`src/rtl/csg_pkg.sv`:
```
`timescale 1ns/1ps
package csg_pkg;
  // 4-bit substitution table, entry x held at bits [4x+3:4x]
  localparam logic [63:0] SBOX_TBL     = 64'h2174_8FE3_DA09_B65C;
  // family pattern of an odd stage, bit k-1 = cell k, 1 = F cell
  localparam logic [17:0] PAT_ODD      = 18'h08BF4;
  localparam logic [17:0] TAPS_ODD     = 18'h20401;
  localparam logic [17:0] TAPS_EVEN    = 18'h20081;
  // nine register bits that feed the key map
  localparam logic [17:0] SEL_MASK_DEF = 18'h2AA56;

  function automatic logic [3:0] sbox4(input logic [3:0] x);
    return SBOX_TBL[{x, 2'b00} +: 4];
  endfunction

  // a cell jumps when its family matches the incoming control level
  function automatic logic cell_jumps(input logic is_f, input logic jc);
    return is_f ~^ jc;
  endfunction

  function automatic logic key_bit(input logic [3:0] a);
    return a[0] ^ (a[1] & a[2]) ^ a[3];
  endfunction
endpackage

```
`src/rtl/csg_cell_mode.sv`:
```
`timescale 1ns/1ps
module csg_cell_mode import csg_pkg::*; #(
  parameter int unsigned N = 18,
  parameter logic [N-1:0] PATTERN = '0
) (
  input  logic         clk,
  input  logic         rst_n,
  input  logic         jc_in,
  output logic [N-1:0] jump_en
);
  for (genvar i = 0; i < N; i++) begin : g_mode
    assign jump_en[i] = cell_jumps(PATTERN[i], jc_in);
  end

  // every cell changes family role when the control toggles
  assert_mode_flip_R5: assert property (@(posedge clk) disable iff (!rst_n)
    !$stable(jc_in) |-> (jump_en == ~$past(jump_en)));
  assert_mode_hold_R5: assert property (@(posedge clk) disable iff (!rst_n)
    $stable(jc_in) |-> $stable(jump_en));
endmodule

```
`src/rtl/csg_shift_reg.sv`:
```
`timescale 1ns/1ps
module csg_shift_reg #(
  parameter int unsigned N = 18,
  parameter logic [N-1:0] TAPS = '0,
  parameter logic [N-1:0] RESET_STATE = '0
) (
  input  logic         clk,
  input  logic         rst_n,
  input  logic         load,
  input  logic [N-1:0] seed,
  input  logic [N-1:0] jump_en,
  output logic [N-1:0] q
);
  logic         fb_bit;
  logic [N-1:0] d;

  assign fb_bit = ^(q & TAPS);

  for (genvar i = 0; i < N; i++) begin : g_cell
    logic from_left;
    if (i == 0) begin : g_head
      assign from_left = fb_bit;
    end else begin : g_body
      assign from_left = q[i-1];
    end
    assign d[i] = from_left ^ (jump_en[i] & q[i]);

    if (i > 0) begin : g_chk
      assert_shift_cell_R3: assert property (@(posedge clk) disable iff (!rst_n)
        (!load && !jump_en[i]) |=> (q[i] == $past(q[i-1])));
      assert_jump_cell_R4: assert property (@(posedge clk) disable iff (!rst_n)
        (!load && jump_en[i]) |=> (q[i] == ($past(q[i-1]) ^ $past(q[i]))));
    end
  end

  always_ff @(posedge clk or negedge rst_n) begin
    if (!rst_n)    q <= RESET_STATE;
    else if (load) q <= seed;
    else           q <= d;
  end

  assert_seed_load_R2: assert property (@(posedge clk) disable iff (!rst_n)
    load |=> (q == $past(seed)));
  assert_feedback_R6: assert property (@(posedge clk) disable iff (!rst_n)
    (!load && !jump_en[0]) |=> (q[0] == $past(^(q & TAPS))));
  assert_zero_fixed_R9: assert property (@(posedge clk) disable iff (!rst_n)
    (!load && (q == '0)) |=> (q == '0));
endmodule

```
`src/rtl/csg_key_map.sv`:
```
`timescale 1ns/1ps
module csg_key_map import csg_pkg::*; #(
  parameter int unsigned N = 18,
  parameter int unsigned KEY_W = 16,
  parameter int unsigned SEL_N = 9,
  parameter logic [N-1:0] SEL_MASK = '0
) (
  input  logic             clk,
  input  logic             rst_n,
  input  logic [N-1:0]     state,
  input  logic [KEY_W-1:0] key,
  output logic             jc_out
);
  localparam int unsigned NIBS = KEY_W / 4;

  // first selected bit (lowest index) ends up in sel_bits[0]
  function automatic logic [SEL_N-1:0] gather(input logic [N-1:0] s);
    logic [SEL_N-1:0] v;
    v = '0;
    for (int i = 0; i < N; i++)
      if (SEL_MASK[i]) v = {s[i], v[SEL_N-1:1]};
    return v;
  endfunction

  logic [SEL_N-1:0] sel_bits;
  logic [3:0]       idx [NIBS];
  logic [3:0]       mix [NIBS];
  logic [3:0]       sbox_acc;

  assign sel_bits = gather(state);

  for (genvar j = 0; j < NIBS; j++) begin : g_nib
    for (genvar b = 0; b < 4; b++) begin : g_bit
      assign idx[j][b] = sel_bits[(4*j+b) % SEL_N];
    end
    assign mix[j] = sbox4(idx[j] ^ key[4*j +: 4]);
  end

  always_comb begin
    sbox_acc = '0;
    for (int j = 0; j < NIBS; j++) sbox_acc ^= mix[j];
  end

  assign jc_out = (^sel_bits) ^ key_bit(sbox_acc);

  // output is a pure function of state and key
  assert_keymap_stable_R8: assert property (@(posedge clk) disable iff (!rst_n)
    ($stable(state) && $stable(key)) |-> $stable(jc_out));
endmodule

```
`src/rtl/jcsg_stage.sv`:
```
`timescale 1ns/1ps
module jcsg_stage import csg_pkg::*; #(
  parameter int unsigned N = 18,
  parameter int unsigned KEY_W = 16,
  parameter int unsigned SEL_N = 9,
  parameter bit STAGE_ODD = 1'b1,
  parameter logic [N-1:0] RESET_STATE = N'(1)
) (
  input  logic             clk,
  input  logic             rst_n,
  input  logic             seed_load,
  input  logic [N-1:0]     seed,
  input  logic             jc_in,
  input  logic [KEY_W-1:0] key,
  output logic             jc_out,
  output logic [N-1:0]     state
);
  localparam logic [N-1:0] PATTERN  = STAGE_ODD ? N'(PAT_ODD) : ~N'(PAT_ODD);
  localparam logic [N-1:0] TAPS     = STAGE_ODD ? N'(TAPS_ODD) : N'(TAPS_EVEN);
  localparam logic [N-1:0] SEL_MASK = N'(SEL_MASK_DEF);

  logic [N-1:0] jump_en;

  csg_cell_mode #(.N(N), .PATTERN(PATTERN)) u_mode (
    .clk(clk), .rst_n(rst_n), .jc_in(jc_in), .jump_en(jump_en)
  );

  csg_shift_reg #(.N(N), .TAPS(TAPS), .RESET_STATE(RESET_STATE)) u_reg (
    .clk(clk), .rst_n(rst_n), .load(seed_load), .seed(seed),
    .jump_en(jump_en), .q(state)
  );

  csg_key_map #(.N(N), .KEY_W(KEY_W), .SEL_N(SEL_N), .SEL_MASK(SEL_MASK)) u_kmap (
    .clk(clk), .rst_n(rst_n), .state(state), .key(key), .jc_out(jc_out)
  );
endmodule

```
`config.mk`:
```
export PLATFORM = sky130hd
export DESIGN_NAME = jcsg_stage
export DESIGN_NICKNAME = d
export VERILOG_FILES = /design/src/rtl/csg_pkg.sv /design/src/rtl/csg_cell_mode.sv /design/src/rtl/csg_shift_reg.sv /design/src/rtl/csg_key_map.sv /design/src/rtl/jcsg_stage.sv
export SDC_FILE = /design/constraint.sdc
export NUM_CORES = 1
export LEC_CHECK = 0
export BUFFER_PORTS_ARGS = -buffer_cell sky130_fd_sc_hd__buf_2
export CORE_MARGIN = 3
export CORE_UTILIZATION = 37
export CTS_CLUSTER_DIAMETER = 30
export DETAILED_ROUTE_END_ITERATION = 16
export SYNTH_ARGS = -nofsm -noshare
export SYNTH_HDL_FRONTEND = slang
export SYNTH_SLANG_ARGS = --single-unit
```
`constraint.sdc`:
```
create_clock -name clk -period 6.7 [get_ports clk]
set_input_delay 1.34 -clock clk [delete_from_list [all_inputs] [get_ports clk]]
set_output_delay 1.34 -clock clk [all_outputs]
set_load 0.05 [all_outputs]
```
==> results of run 1 <==
-- routing by layer --
layer,routed length [µm],part of all wire,track usage,up-vias
li1,-,-,-,768
met1,1880,0.47,0.181,676
met2,1910,0.48,0.225,34
met3,175,0.044,0.0215,4
met4,46,0.011,0.0464,0
met5,0,0,0,-
-- layout make-up --
cell class,count,area [µm²],area share
Sequential cell,18,452,0.192
Tap cell,70,87.6,0.0372
Multi-Input combinational cell,163,1430,0.606
Timing Repair Buffer,56,280,0.119
Inverter,14,52.6,0.0223
Clock buffer,4,55.1,0.0234
-- worst max-delay path, cell delays in order --
cell	delay, ns
buf_2	0.11
xor2_1	0.34
inv_1	0.13
ha_1	0.30
mux4_1	0.51
xor2_1	0.17
xnor2_1	0.13
nor2_1	0.11
xnor2_1	0.12
buf_2	0.27
-- worst max-delay path by stage --
stage / startpoint / end / slack [ns]
floorplan: key[12] / jc_out / 1.66
global placement: key[8] / jc_out / 1.80
detailed placement: key[12] / jc_out / 1.81
CTS: key[12] / jc_out / 1.81
global route: key[12] / jc_out / 1.59
finish: key[8] / jc_out / 1.82
-- logic make-up (layout without fill, tap and decap cells) --
group / after synthesis / after routing / share of synthesized area
XOR/XNOR: 64 / 64 / 0.300
buffers and inverters: 26 / 74 / 0.0572
AND/OR/NAND/NOR: 41 / 41 / 0.0911
flip-flops: 18 / 18 / 0.227
AO/OA/AOI/OAI: 22 / 22 / 0.0603
multiplexers: 18 / 18 / 0.151
adder cells (fa/ha/maj): 18 / 18 / 0.113
-- through the flow --
stage | total power, W | worst slack (ns) | instance area (µm²) | hold slack (ns) | utilization
floorplan | 0.000714 | 1.66 | 1990 | 0.711 | -
global placement | 0.000826 | 1.80 | 2300 | 0.583 | 0.447
detailed placement | 0.000831 | 1.81 | 2300 | 0.587 | 0.447
CTS | 0.000922 | 1.81 | 2350 | 0.606 | 0.458
global route | 0.000971 | 1.59 | 2350 | 0.631 | 0.458
finish | 0.000908 | 1.82 | 2350 | 0.599 | 0.458
-- cell usage after synthesis (all sizes together) --
library cell / instances / share of area
o21ai: 18 / 0.045
clkbuf: 5 / 0.0094
ha: 18 / 0.11
nor3: 2 / 0.0050
buf: 7 / 0.021
xor2: 28 / 0.13
nor3b: 1 / 0.0038
mux2i: 9 / 0.045
mux4: 8 / 0.10
nor2b: 8 / 0.025
mux2: 1 / 0.0057
inv: 14 / 0.026
nand3: 1 / 0.0025
a21oi: 3 / 0.0075
o221ai: 1 / 0.0075
dfstp: 1 / 0.013
dfrtp: 17 / 0.21
nor2: 1 / 0.0019
xnor2: 36 / 0.17
nand2: 28 / 0.053
-- power by group through the flow --
| stage | combinational [W] | sequential (W) | clock [W] |
|---|---|---|---|
| floorplan | 0.000513 | 0.000201 | 0 |
| global route | 0.000716 | 0.000161 | 0.0000945 |
| finish | 0.000663 | 0.000157 | 0.0000882 |
| CTS | 0.000672 | 0.000158 | 0.0000915 |
| global placement | 0.000666 | 0.000160 | 0 |
| detailed placement | 0.000671 | 0.000160 | 0 |
==> impl_metrics.xml, run 1 <==
<?xml version="1.0" encoding="UTF-8"?>
<metrics>
  <group name="power">
    <metric name="leakage_dissipation" unit="nW">1.12</metric>
    <metric name="worst_ir_drop_vdd" unit="mV">0.673</metric>
    <metric name="cell_internal_pwr" unit="W">0.000439</metric>
    <metric name="p_sw" unit="W">0.000469</metric>
    <metric name="power.sequential.fraction" unit="">0.173</metric>
    <metric name="clock_power_share" unit="">0.097</metric>
    <metric name="p_per_area" unit="nW/µm²">386</metric>
    <metric name="sw_frac_of_total" unit="">0.516</metric>
    <metric name="combPwrFrac" unit="">0.730</metric>
  </group>
  <group name="detailed_routing">
    <metric name="detail_route.drc_violations" unit="">0</metric>
    <metric name="routedWlPerCell" unit="µm">12.4</metric>
    <metric name="final_antenna_net_count" unit="">0</metric>
    <metric name="detailedRoute.firstIterationViolations" unit="">48</metric>
    <metric name="vias" unit="">1482</metric>
    <metric name="detailedRoute.firstPassIterationCount" unit="">4</metric>
    <metric name="route.detailed.vias_per_inst" unit="">4.56</metric>
    <metric name="totalWireLength" unit="mm">4.02</metric>
  </group>
  <group name="placed_design">
    <metric name="gpl.final_weighted_congestion" unit="">0.755</metric>
    <metric name="dp_cells" unit="">321</metric>
    <metric name="port_buffers" unit="">56</metric>
    <metric name="post-dp-hpwl" unit="mm">3.24</metric>
  </group>
  <group name="hold_path">
    <metric name="holdCritPathClass" unit="">reg -&gt; reg</metric>
    <metric name="hold_depth" unit="">2</metric>
    <metric name="hp-start" unit="">u_reg.q[14]$_DFF_PN0_</metric>
    <metric name="worst_hold_path.endpoint" unit="">u_reg.q[15]$_DFF_PN0_</metric>
  </group>
  <group name="synthesis">
    <metric name="synthesis.instances" unit="">207</metric>
    <metric name="sequential_fraction_of_the_synthesis_area" unit="">0.227</metric>
    <metric name="mappedNetlistNets" unit="">263</metric>
    <metric name="ys_seq_elements" unit="">18</metric>
    <metric name="yosysWarningCount" unit="">0</metric>
    <metric name="synthesis.area_per_instance" unit="µm²">9.62</metric>
    <metric name="synthDistinctLibCells" unit="">24</metric>
    <metric name="mappedNetlistArea" unit="µm²">1990</metric>
  </group>
  <group name="run_status">
    <metric name="status" unit="">finished clean</metric>
  </group>
  <group name="timing">
    <metric name="rsz0062_at_grt" unit="">no</metric>
    <metric name="max_clock_freq" unit="MHz">205</metric>
    <metric name="finalSetupTns" unit="ns">0</metric>
    <metric name="fin_skew" unit="ns">0.00406</metric>
    <metric name="finalSetupViolCount" unit="">0</metric>
    <metric name="timing.slew.headroom" unit="">0.659</metric>
    <metric name="timing.final.crit_share" unit="">0.728</metric>
    <metric name="timing_max_transition_violations_final" unit="">0</metric>
    <metric name="timing.final.hold_violations" unit="">0</metric>
    <metric name="timing.final.crit_period" unit="ns">4.88</metric>
    <metric name="worst_slew_pin_slew" unit="ns">0.508</metric>
  </group>
  <group name="clock_network">
    <metric name="clk_pin_slew_worst_paths" unit="ns">0.07</metric>
    <metric name="postCtsSetupBuffers" unit="">0</metric>
    <metric name="cts.repair.resized" unit="">0</metric>
    <metric name="bufs_on_longest_clock_path" unit="">2</metric>
    <metric name="clk_latency_worst_skew_pair" unit="ns">0.25</metric>
    <metric name="root_buffer" unit="">clkbuf_8</metric>
    <metric name="tritoncts_num_sinks" unit="">18</metric>
    <metric name="cts.htree.levels" unit="">1</metric>
    <metric name="cts_tree" unit="">built</metric>
    <metric name="numCtsBuffers" unit="">3</metric>
    <metric name="hold_buffer_count_at_cts" unit="">0</metric>
  </group>
  <group name="die">
    <metric name="dieArea" unit="µm²">6300</metric>
    <metric name="rows" unit="">26</metric>
    <metric name="ios" unit="">57</metric>
    <metric name="die_height" unit="µm">79.4</metric>
    <metric name="initial_utilization" unit="">0.387</metric>
    <metric name="fp.dieW" unit="µm">79.4</metric>
    <metric name="core_area" unit="µm²">5140</metric>
  </group>
  <group name="critical_path">
    <metric name="timing.rr.end" unit="">u_reg.q[9]$_DFF_PN0_</metric>
    <metric name="timing.critical_path.fanout_max" unit="">4</metric>
    <metric name="r2r-start" unit="">u_reg.q[9]$_DFF_PN0_</metric>
    <metric name="worstRegToRegCells" unit="">3</metric>
    <metric name="timing.critical_path.arrival" unit="ns">3.54</metric>
    <metric name="setup.worst_path.end_class" unit="">primary output</metric>
    <metric name="worstSetupPathType" unit="">in -&gt; out</metric>
    <metric name="cp_data_required_time" unit="ns">5.36</metric>
    <metric name="flop_to_flop_setup_slack" unit="ns">5.60</metric>
    <metric name="critical_path.startpoint_type" unit="">input port</metric>
  </group>
  <group name="layout">
    <metric name="largest-register" unit="">u_reg.q</metric>
    <metric name="nFillCells" unit="">518</metric>
    <metric name="n_antenna_cell" unit="">0</metric>
    <metric name="biggestRegsByFlops" unit="">u_reg.q x18</metric>
    <metric name="post_route_cells_drive_above_1_share" unit="">0.278</metric>
    <metric name="largest_register_ff_count" unit="">18</metric>
    <metric name="final_cell_mix" unit="">56 x buf_2, 33 x xnor2_1, 28 x nand2_1, 26 x xor2_1</metric>
    <metric name="fin_nets" unit="">312</metric>
    <metric name="finalNonFillerCells" unit="">325</metric>
    <metric name="syn2layout_area_growth" unit="%">18.2</metric>
    <metric name="layout_commonest_cell" unit="">buf_2</metric>
  </group>
  <group name="global_routing">
    <metric name="number_of_antenna_violations_at_the_first_check_in_global_routing" unit="">0</metric>
    <metric name="grt_max_degree" unit="">37</metric>
    <metric name="grt_pass1_wl" unit="mm">6.80</metric>
    <metric name="first_global_vias" unit="">1443</metric>
    <metric name="gr-usage-all-layers" unit="">0.136</metric>
    <metric name="grt_overflow" unit="">0</metric>
  </group>
  <group name="flow_run">
    <metric name="maxCapViolations" unit="">0</metric>
  </group>
</metrics>
Power figures use the tool's default switching activity.
==> inputs of run 2 (changes only) <==
==> constraint.sdc (replaced) <==
create_clock -name clk -period 5 [get_ports clk]
set_input_delay 1 -clock clk [delete_from_list [all_inputs] [get_ports clk]]
set_output_delay 1 -clock clk [all_outputs]
set_load 0.05 [all_outputs]
==> run 2 against run 1 <==
Net effect:
- utilization did not move
- worst hold slack improved by 0.0026 ns
- sequential power rose by 34%
- critical path depth did not move
- worst setup slack got worse by 1.0 ns
- die area did not move
- register-to-register slack got worse by 1.7 ns
- first-iteration DRC count fell by 21%
- global-route usage fell by 0.11 points
- final cell count did not move
- highest routed layer unchanged
==> impl_metrics.xml, run 2 (synthesis results as in run 1) <==
<?xml version="1.0" encoding="UTF-8"?>
<metrics>
  <group name="critical_path">
    <metric name="r2r-start" unit="">u_reg.q[9]$_DFF_PN0_</metric>
    <metric name="worstSetupPathType" unit="">in -&gt; out</metric>
    <metric name="timing.rr.end" unit="">u_reg.q[9]$_DFF_PN0_</metric>
    <metric name="flop_to_flop_setup_slack" unit="ns">3.92</metric>
    <metric name="worstRegToRegCells" unit="">3</metric>
    <metric name="timing.critical_path.fanout_max" unit="">4</metric>
    <metric name="timing.critical_path.arrival" unit="ns">3.23</metric>
    <metric name="setup.worst_path.end_class" unit="">primary output</metric>
    <metric name="critical_path.startpoint_type" unit="">input port</metric>
    <metric name="cp_data_required_time" unit="ns">4.00</metric>
  </group>
  <group name="placed_design">
    <metric name="gpl.final_weighted_congestion" unit="">0.756</metric>
    <metric name="dpl_cell_area" unit="µm²">2300</metric>
    <metric name="post-dp-hpwl" unit="mm">3.30</metric>
    <metric name="detailedPlace.worstSlack" unit="ns">0.780</metric>
    <metric name="port_buffers" unit="">56</metric>
  </group>
  <group name="global_routing">
    <metric name="grt_overflow" unit="">0</metric>
    <metric name="gr-usage-all-layers" unit="">0.135</metric>
    <metric name="grt_max_degree" unit="">37</metric>
    <metric name="first_global_vias" unit="">1484</metric>
    <metric name="number_of_antenna_violations_at_the_first_check_in_global_routing" unit="">0</metric>
    <metric name="grt_pass1_wl" unit="mm">6.78</metric>
  </group>
  <group name="timing">
    <metric name="timing_max_transition_violations_final" unit="">0</metric>
    <metric name="postLayoutSetupSlackWorst" unit="ns">0.775</metric>
    <metric name="worst_slew_pin_slew" unit="ns">0.550</metric>
    <metric name="worst_hold_slack" unit="ns">0.602</metric>
    <metric name="finalSetupViolCount" unit="">0</metric>
    <metric name="finalSetupTns" unit="ns">0</metric>
    <metric name="timing.slew.headroom" unit="">0.631</metric>
    <metric name="timing.final.crit_period" unit="ns">4.23</metric>
    <metric name="timing.final.crit_share" unit="">0.845</metric>
    <metric name="rsz0062_at_grt" unit="">no</metric>
    <metric name="max_clock_freq" unit="MHz">237</metric>
    <metric name="fin_skew" unit="ns">0.00542</metric>
    <metric name="timing.final.hold_violations" unit="">0</metric>
  </group>
  <group name="hold_path">
    <metric name="hold_depth" unit="">2</metric>
    <metric name="worst_hold_path.endpoint" unit="">u_reg.q[15]$_DFF_PN0_</metric>
    <metric name="holdCritPathClass" unit="">reg -&gt; reg</metric>
    <metric name="hp-start" unit="">u_reg.q[14]$_DFF_PN0_</metric>
  </group>
  <group name="die">
    <metric name="ios" unit="">57</metric>
    <metric name="fp.dieW" unit="µm">79.4</metric>
    <metric name="core_area" unit="µm²">5140</metric>
    <metric name="die_height" unit="µm">79.4</metric>
    <metric name="dieArea" unit="µm²">6300</metric>
    <metric name="rows" unit="">26</metric>
    <metric name="initial_utilization" unit="">0.387</metric>
  </group>
  <group name="clock_network">
    <metric name="clk_latency_worst_skew_pair" unit="ns">0.25</metric>
    <metric name="bufs_on_longest_clock_path" unit="">2</metric>
    <metric name="tritoncts_num_sinks" unit="">18</metric>
    <metric name="cts.repair.resized" unit="">0</metric>
    <metric name="numCtsBuffers" unit="">3</metric>
    <metric name="postCtsSetupBuffers" unit="">0</metric>
    <metric name="root_buffer" unit="">clkbuf_8</metric>
    <metric name="cts.htree.levels" unit="">1</metric>
    <metric name="clk_pin_slew_worst_paths" unit="ns">0.07</metric>
    <metric name="hold_buffer_count_at_cts" unit="">0</metric>
    <metric name="cts_tree" unit="">built</metric>
  </group>
  <group name="power">
    <metric name="combPwrFrac" unit="">0.730</metric>
    <metric name="worst_ir_drop_vdd" unit="mV">1.03</metric>
    <metric name="p_sw" unit="W">0.000633</metric>
    <metric name="power.sequential.fraction" unit="">0.172</metric>
    <metric name="totalPowerFinal" unit="W">0.00122</metric>
    <metric name="leakage_dissipation" unit="nW">1.12</metric>
    <metric name="clock_power_share" unit="">0.098</metric>
    <metric name="p_per_area" unit="nW/µm²">519</metric>
    <metric name="sw_frac_of_total" unit="">0.518</metric>
    <metric name="cell_internal_pwr" unit="W">0.000589</metric>
  </group>
  <group name="detailed_routing">
    <metric name="vias" unit="">1497</metric>
    <metric name="final_antenna_net_count" unit="">0</metric>
    <metric name="totalWireLength" unit="mm">4.04</metric>
    <metric name="detailedRoute.firstIterationViolations" unit="">38</metric>
    <metric name="routedWlPerCell" unit="µm">12.4</metric>
    <metric name="detail_route.drc_violations" unit="">0</metric>
    <metric name="detailedRoute.firstPassIterationCount" unit="">4</metric>
    <metric name="route.detailed.vias_per_inst" unit="">4.61</metric>
  </group>
  <group name="layout">
    <metric name="fin_nets" unit="">312</metric>
    <metric name="final_cell_mix" unit="">56 x buf_2, 33 x xnor2_1, 28 x nand2_1, 26 x xor2_1</metric>
    <metric name="stdcell_area" unit="µm²">2350</metric>
    <metric name="n_antenna_cell" unit="">0</metric>
    <metric name="largest_register_ff_count" unit="">18</metric>
    <metric name="post_route_cells_drive_above_1_share" unit="">0.278</metric>
    <metric name="biggestRegsByFlops" unit="">u_reg.q x18</metric>
    <metric name="layout_commonest_cell" unit="">buf_2</metric>
    <metric name="largest-register" unit="">u_reg.q</metric>
    <metric name="syn2layout_area_growth" unit="%">18.2</metric>
  </group>
  <group name="flow_run">
    <metric name="maxCapViolations" unit="">0</metric>
  </group>
  <group name="run_status">
    <metric name="status" unit="">finished clean</metric>
  </group>
</metrics>
-- run 2: power by group through the flow --
stage	logic, W	registers (W)	clock network [W]
floorplan	0.000661	0.000270	0
global placement	0.000893	0.000214	0
detailed placement	0.000902	0.000214	0
CTS	0.000904	0.000212	0.000122
global route	0.000967	0.000216	0.000127
finish	0.000892	0.000210	0.000120
-- run 2: critical path, stage by stage --
cell,delay (ns)
buf_2,0.10
xor2_1,0.33
inv_1,0.13
ha_1,0.31
mux4_1,0.52
xor2_1,0.17
xnor2_1,0.16
nor2_1,0.07
xnor2_1,0.15
buf_2,0.28
-- run 2: stage by stage --
step / utilization / cells
4_1_cts: 0.458 / 325
3_5_place_dp: 0.447 / 321
6_report: 0.458 / 325
5_1_grt: 0.458 / 325
2_1_floorplan: - / 207
3_3_place_gp: 0.447 / 321
-- run 2: area by class of cell --
| class | instances | area [µm²] |
|---|---|---|
| well taps | 70 | 87.6 |
| clock buffers | 4 | 55.1 |
| repair buffers | 56 | 280 |
| multi-input cells | 163 | 1430 |
| fillers | 537 | 2790 |
| flip-flops and latches | 18 | 452 |
| inverters | 14 | 52.6 |
-- run 2: how the worst max path moves through the flow --
| stage | start | endpoint | cells after the start |
|---|---|---|---|
| final | key[8] | jc_out | 10 |
| after global routing | key[1] | jc_out | 11 |
| after CTS | key[12] | jc_out | 10 |
| after detailed placement | key[12] | jc_out | 10 |
| after global placement | key[8] | jc_out | 10 |
| after floorplan | key[12] | jc_out | 8 |
-- run 2: routing by layer --
layer | global-route usage | wire length, µm
met1 | 0.184 | 1890
met4 | 0.0412 | 40
met5 | 0 | 0
met2 | 0.225 | 1910
met3 | 0.0159 | 197
==> inputs of run 3 (changes only) <==
--- a/config.mk
+++ b/config.mk
@@ -5,6 +5,7 @@
 export SDC_FILE = /design/constraint.sdc
 export NUM_CORES = 1
 export LEC_CHECK = 0
+export ABC_AREA = 1
 export BUFFER_PORTS_ARGS = -buffer_cell sky130_fd_sc_hd__buf_2
 export CORE_MARGIN = 3
 export CORE_UTILIZATION = 37
==> constraint.sdc (replaced) <==
create_clock -name clk -period 3.8 [get_ports clk]
set_input_delay 0.76 -clock clk [delete_from_list [all_inputs] [get_ports clk]]
set_output_delay 0.76 -clock clk [all_outputs]
set_load 0.05 [all_outputs]
==> run 3 against run 2 <==
Net effect:
- via count grew 88%
- worst hold slack lost 0.17 ns
- clock skew shrank 0.0039 ns
- utilization shrank 1.7 points
- synthesized area grew 33%
- worst setup slack lost 0.45 ns
- combinational power grew 5.9%
- register-to-register slack lost 1.3 ns
- critical path type unchanged
- critical endpoint unchanged
- largest cell class unchanged
- largest power group unchanged
==> impl_metrics.xml, run 3 <==
<?xml version="1.0" encoding="UTF-8"?>
<metrics>
  <group name="synthesis">
    <metric name="synthDistinctLibCells" unit="">25</metric>
    <metric name="post-synth-top-area-fraction" unit="">0.342</metric>
    <metric name="netlist_top_cells_count" unit="">241 x nand2_1, 46 x nand3_1, 44 x inv_1</metric>
    <metric name="synth_flop_cell" unit="">dfrtp_1</metric>
    <metric name="synthesis.instances" unit="">463</metric>
    <metric name="synth_most_common_cell" unit="">nand2_1</metric>
    <metric name="mappedNetlistArea" unit="µm²">2640</metric>
    <metric name="postSynth.asyncResetShare" unit="">1.00</metric>
    <metric name="synth_enable_flop_cells" unit="">0</metric>
    <metric name="sequential_fraction_of_the_synthesis_area" unit="">0.171</metric>
    <metric name="synthesis.area_per_instance" unit="µm²">5.71</metric>
    <metric name="ys_seq_elements" unit="">18</metric>
    <metric name="mappedNetlistNets" unit="">519</metric>
    <metric name="yosysTopAreaCell" unit="">nand2_1</metric>
    <metric name="yosysWarningCount" unit="">0</metric>
    <metric name="synth.top_cells.by_area" unit="">nand2_1 34%, dfrtp_1 16%, nand3_1 8.7%</metric>
  </group>
  <group name="die">
    <metric name="core_area" unit="µm²">6870</metric>
    <metric name="rows" unit="">30</metric>
    <metric name="initial_utilization" unit="">0.385</metric>
    <metric name="ios" unit="">57</metric>
    <metric name="die_height" unit="µm">90.5</metric>
    <metric name="fp.dieW" unit="µm">90.5</metric>
    <metric name="dieArea" unit="µm²">8200</metric>
  </group>
  <group name="layout">
    <metric name="n_antenna_cell" unit="">0</metric>
    <metric name="post_route_cells_drive_above_1_share" unit="">0.176</metric>
    <metric name="nFillCells" unit="">743</metric>
    <metric name="largest_register_ff_count" unit="">18</metric>
    <metric name="syn2layout_area_growth" unit="%">14.6</metric>
    <metric name="largest-register" unit="">u_reg.q</metric>
    <metric name="biggestRegsByFlops" unit="">u_reg.q x18</metric>
    <metric name="fin_nets" unit="">569</metric>
    <metric name="final_cell_mix" unit="">241 x nand2_1, 56 x buf_2, 46 x nand3_1, 44 x inv_1</metric>
    <metric name="layout_commonest_cell" unit="">nand2_1</metric>
  </group>
  <group name="detailed_routing">
    <metric name="final_antenna_net_count" unit="">0</metric>
    <metric name="m1WireLength" unit="mm">3.09</metric>
    <metric name="met2_length" unit="mm">2.96</metric>
    <metric name="detail_route.drc_violations" unit="">0</metric>
    <metric name="topRoutingLayerUsed" unit="">met4</metric>
    <metric name="totalWireLength" unit="mm">6.35</metric>
    <metric name="route.detailed.vias_per_inst" unit="">4.63</metric>
    <metric name="detailedRoute.firstIterationViolations" unit="">93</metric>
    <metric name="met3RoutedLength" unit="µm">240</metric>
    <metric name="vias" unit="">2817</metric>
    <metric name="detailedRoute.firstPassIterationCount" unit="">6</metric>
    <metric name="routedWlPerCell" unit="µm">10.4</metric>
  </group>
  <group name="timing">
    <metric name="timing.final.hold_violations" unit="">0</metric>
    <metric name="fin_skew" unit="ns">0.00154</metric>
    <metric name="postLayoutSetupSlackWorst" unit="ns">0.323</metric>
    <metric name="timing.final.crit_period" unit="ns">3.48</metric>
    <metric name="timing.final.crit_share" unit="">0.915</metric>
    <metric name="worst_slew_pin_slew" unit="ns">0.544</metric>
    <metric name="timing_max_transition_violations_final" unit="">0</metric>
    <metric name="finalSetupTns" unit="ns">0</metric>
    <metric name="rsz0062_at_grt" unit="">no</metric>
    <metric name="finalSetupViolCount" unit="">0</metric>
    <metric name="timing.slew.headroom" unit="">0.638</metric>
    <metric name="max_clock_freq" unit="MHz">288</metric>
  </group>
  <group name="global_routing">
    <metric name="gr-usage-all-layers" unit="">0.161</metric>
    <metric name="number_of_antenna_violations_at_the_first_check_in_global_routing" unit="">0</metric>
    <metric name="grt_pass1_wl" unit="mm">11.4</metric>
    <metric name="grt_overflow" unit="">0</metric>
    <metric name="grt_max_degree" unit="">36</metric>
    <metric name="first_global_vias" unit="">2682</metric>
  </group>
  <group name="clock_network">
    <metric name="cts_tree" unit="">built</metric>
    <metric name="bufs_on_longest_clock_path" unit="">2</metric>
    <metric name="clk_pin_slew_worst_paths" unit="ns">0.07</metric>
    <metric name="postCtsSetupBuffers" unit="">0</metric>
    <metric name="cts.repair.resized" unit="">0</metric>
    <metric name="clk_latency_worst_skew_pair" unit="ns">0.25</metric>
    <metric name="root_buffer" unit="">clkbuf_8</metric>
    <metric name="cts.htree.levels" unit="">1</metric>
    <metric name="numCtsBuffers" unit="">3</metric>
    <metric name="tritoncts_num_sinks" unit="">18</metric>
    <metric name="hold_buffer_count_at_cts" unit="">0</metric>
  </group>
  <group name="critical_path">
    <metric name="critPathTopFamily" unit="">simple AND/OR/NAND/NOR gates</metric>
    <metric name="worstRegToRegCells" unit="">3</metric>
    <metric name="critical_path.max_stage_delay" unit="ns">0.32</metric>
    <metric name="critical_path.startpoint_type" unit="">input port</metric>
    <metric name="path_cells" unit="">buf_2, xnor2_1, ha_1, inv_1, nand2_1, nand3_1, nand2_1, nand2_1, nand2_1, nand2_1, inv_2, nor2_2, nand2_1, nand2_1, nand2_1, nand2_1, nand2_1, inv_1, buf_2</metric>
    <metric name="r2r-start" unit="">u_reg.q[13]$_DFF_PN0_</metric>
    <metric name="cp_data_required_time" unit="ns">3.04</metric>
    <metric name="timing.critical_path.fanout_max" unit="">4</metric>
    <metric name="timing.rr.end" unit="">u_reg.q[13]$_DFF_PN0_</metric>
    <metric name="worstSetupPathType" unit="">in -&gt; out</metric>
    <metric name="cp_common_cell" unit="">nand2_1</metric>
    <metric name="worst_path_max_delay_cell" unit="">xnor2_1</metric>
    <metric name="timing.critical_path.arrival" unit="ns">2.72</metric>
    <metric name="path_buf_inv" unit="">5</metric>
    <metric name="setup.worst_path.end_class" unit="">primary output</metric>
    <metric name="flop_to_flop_setup_slack" unit="ns">2.63</metric>
  </group>
  <group name="power">
    <metric name="power.sequential.fraction" unit="">0.203</metric>
    <metric name="worst_ir_drop_vdd" unit="mV">0.271</metric>
    <metric name="p_per_area" unit="nW/µm²">456</metric>
    <metric name="p_sw" unit="W">0.000756</metric>
    <metric name="cell_internal_pwr" unit="W">0.000624</metric>
    <metric name="clock_power_share" unit="">0.112</metric>
    <metric name="combPwrFrac" unit="">0.684</metric>
    <metric name="sw_frac_of_total" unit="">0.548</metric>
    <metric name="leakage_dissipation" unit="nW">1.84</metric>
  </group>
  <group name="placed_design">
    <metric name="post-dp-hpwl" unit="mm">5.21</metric>
    <metric name="gpl.final_weighted_congestion" unit="">0.822</metric>
    <metric name="port_buffers" unit="">56</metric>
    <metric name="detailedPlace.worstSlack" unit="ns">0.322</metric>
  </group>
  <group name="run_status">
    <metric name="status" unit="">finished clean</metric>
  </group>
  <group name="hold_path">
    <metric name="holdCritPathClass" unit="">in -&gt; async</metric>
  </group>
  <group name="flow_run">
    <metric name="maxCapViolations" unit="">0</metric>
  </group>
</metrics>
run 3: cell count changes in the layout (fill, tap and decap cells not counted), sizes merged, moves of 8 or more:
| cell | change |
|---|---|
| nand2 | +226 |
| nand3 | +45 |
| inv | +38 |
| xnor2 | -27 |
| mux2i | -9 |
| mux4 | -8 |
| nor2b | -8 |
run 3: routing by layer:
metal / global-route usage / vias up
li1: - / 1507
met1: 0.208 / 1240
met2: 0.298 / 63
met3: 0.00917 / 7
met4: 0.0293 / 0
met5: 0 / -
run 3: worst max path at each step:
stage	slack, ns	cells past startpoint	to	startpoint
after floorplan	0.57	20	jc_out	u_reg.q[9]$_DFF_PN0_
after global placement	0.34	19	jc_out	key[8]
after detailed placement	0.32	22	jc_out	key[12]
after CTS	0.31	22	jc_out	key[12]
after global routing	0.02	23	jc_out	key[12]
final	0.32	19	jc_out	key[8]
run 3: power by group through the flow:
stage | Sequential (W) | Clock, W | Combinational [W]
after floorplan | 0.000353 | 0 | 0.000689
after global placement | 0.000283 | 0 | 0.000936
after detailed placement | 0.000284 | 0 | 0.000949
after CTS | 0.000281 | 0.000156 | 0.000952
after global routing | 0.000287 | 0.000165 | 0.00109
final | 0.000281 | 0.000155 | 0.000945
run 3: logic make-up after synthesis:
family / Yosys count / synth area share
adders and majority gates: 18 / 0.0852
DFF: 18 / 0.171
xor gates and xnor gates: 31 / 0.114
buffers and inverters: 65 / 0.108
and+or+nand+nor: 309 / 0.479
AOI/OAI and AO/OA: 22 / 0.0421
run 3: per-stage QoR:
step / std cells / power (W) / area, µm² / util / hold slack [ns]
after floorplan: 463 / 0.00104 / 2640 / - / 0.464
after global placement: 604 / 0.00122 / 2970 / 0.433 / 0.581
after detailed placement: 604 / 0.00123 / 2970 / 0.433 / 0.606
after CTS: 608 / 0.00139 / 3030 / 0.441 / 0.451
after global routing: 608 / 0.00154 / 3030 / 0.441 / 0.459
final: 608 / 0.00138 / 3030 / 0.441 / 0.434
run 3: layout make-up:
cell class,count,area [µm²],share of cell area
clock buffer,4,55.1,0.0182
inverter,52,200,0.0661
multi-input combinational,380,1910,0.629
sequential,18,453,0.150
tap,96,120,0.0397
timing repair buffer,58,295,0.0975
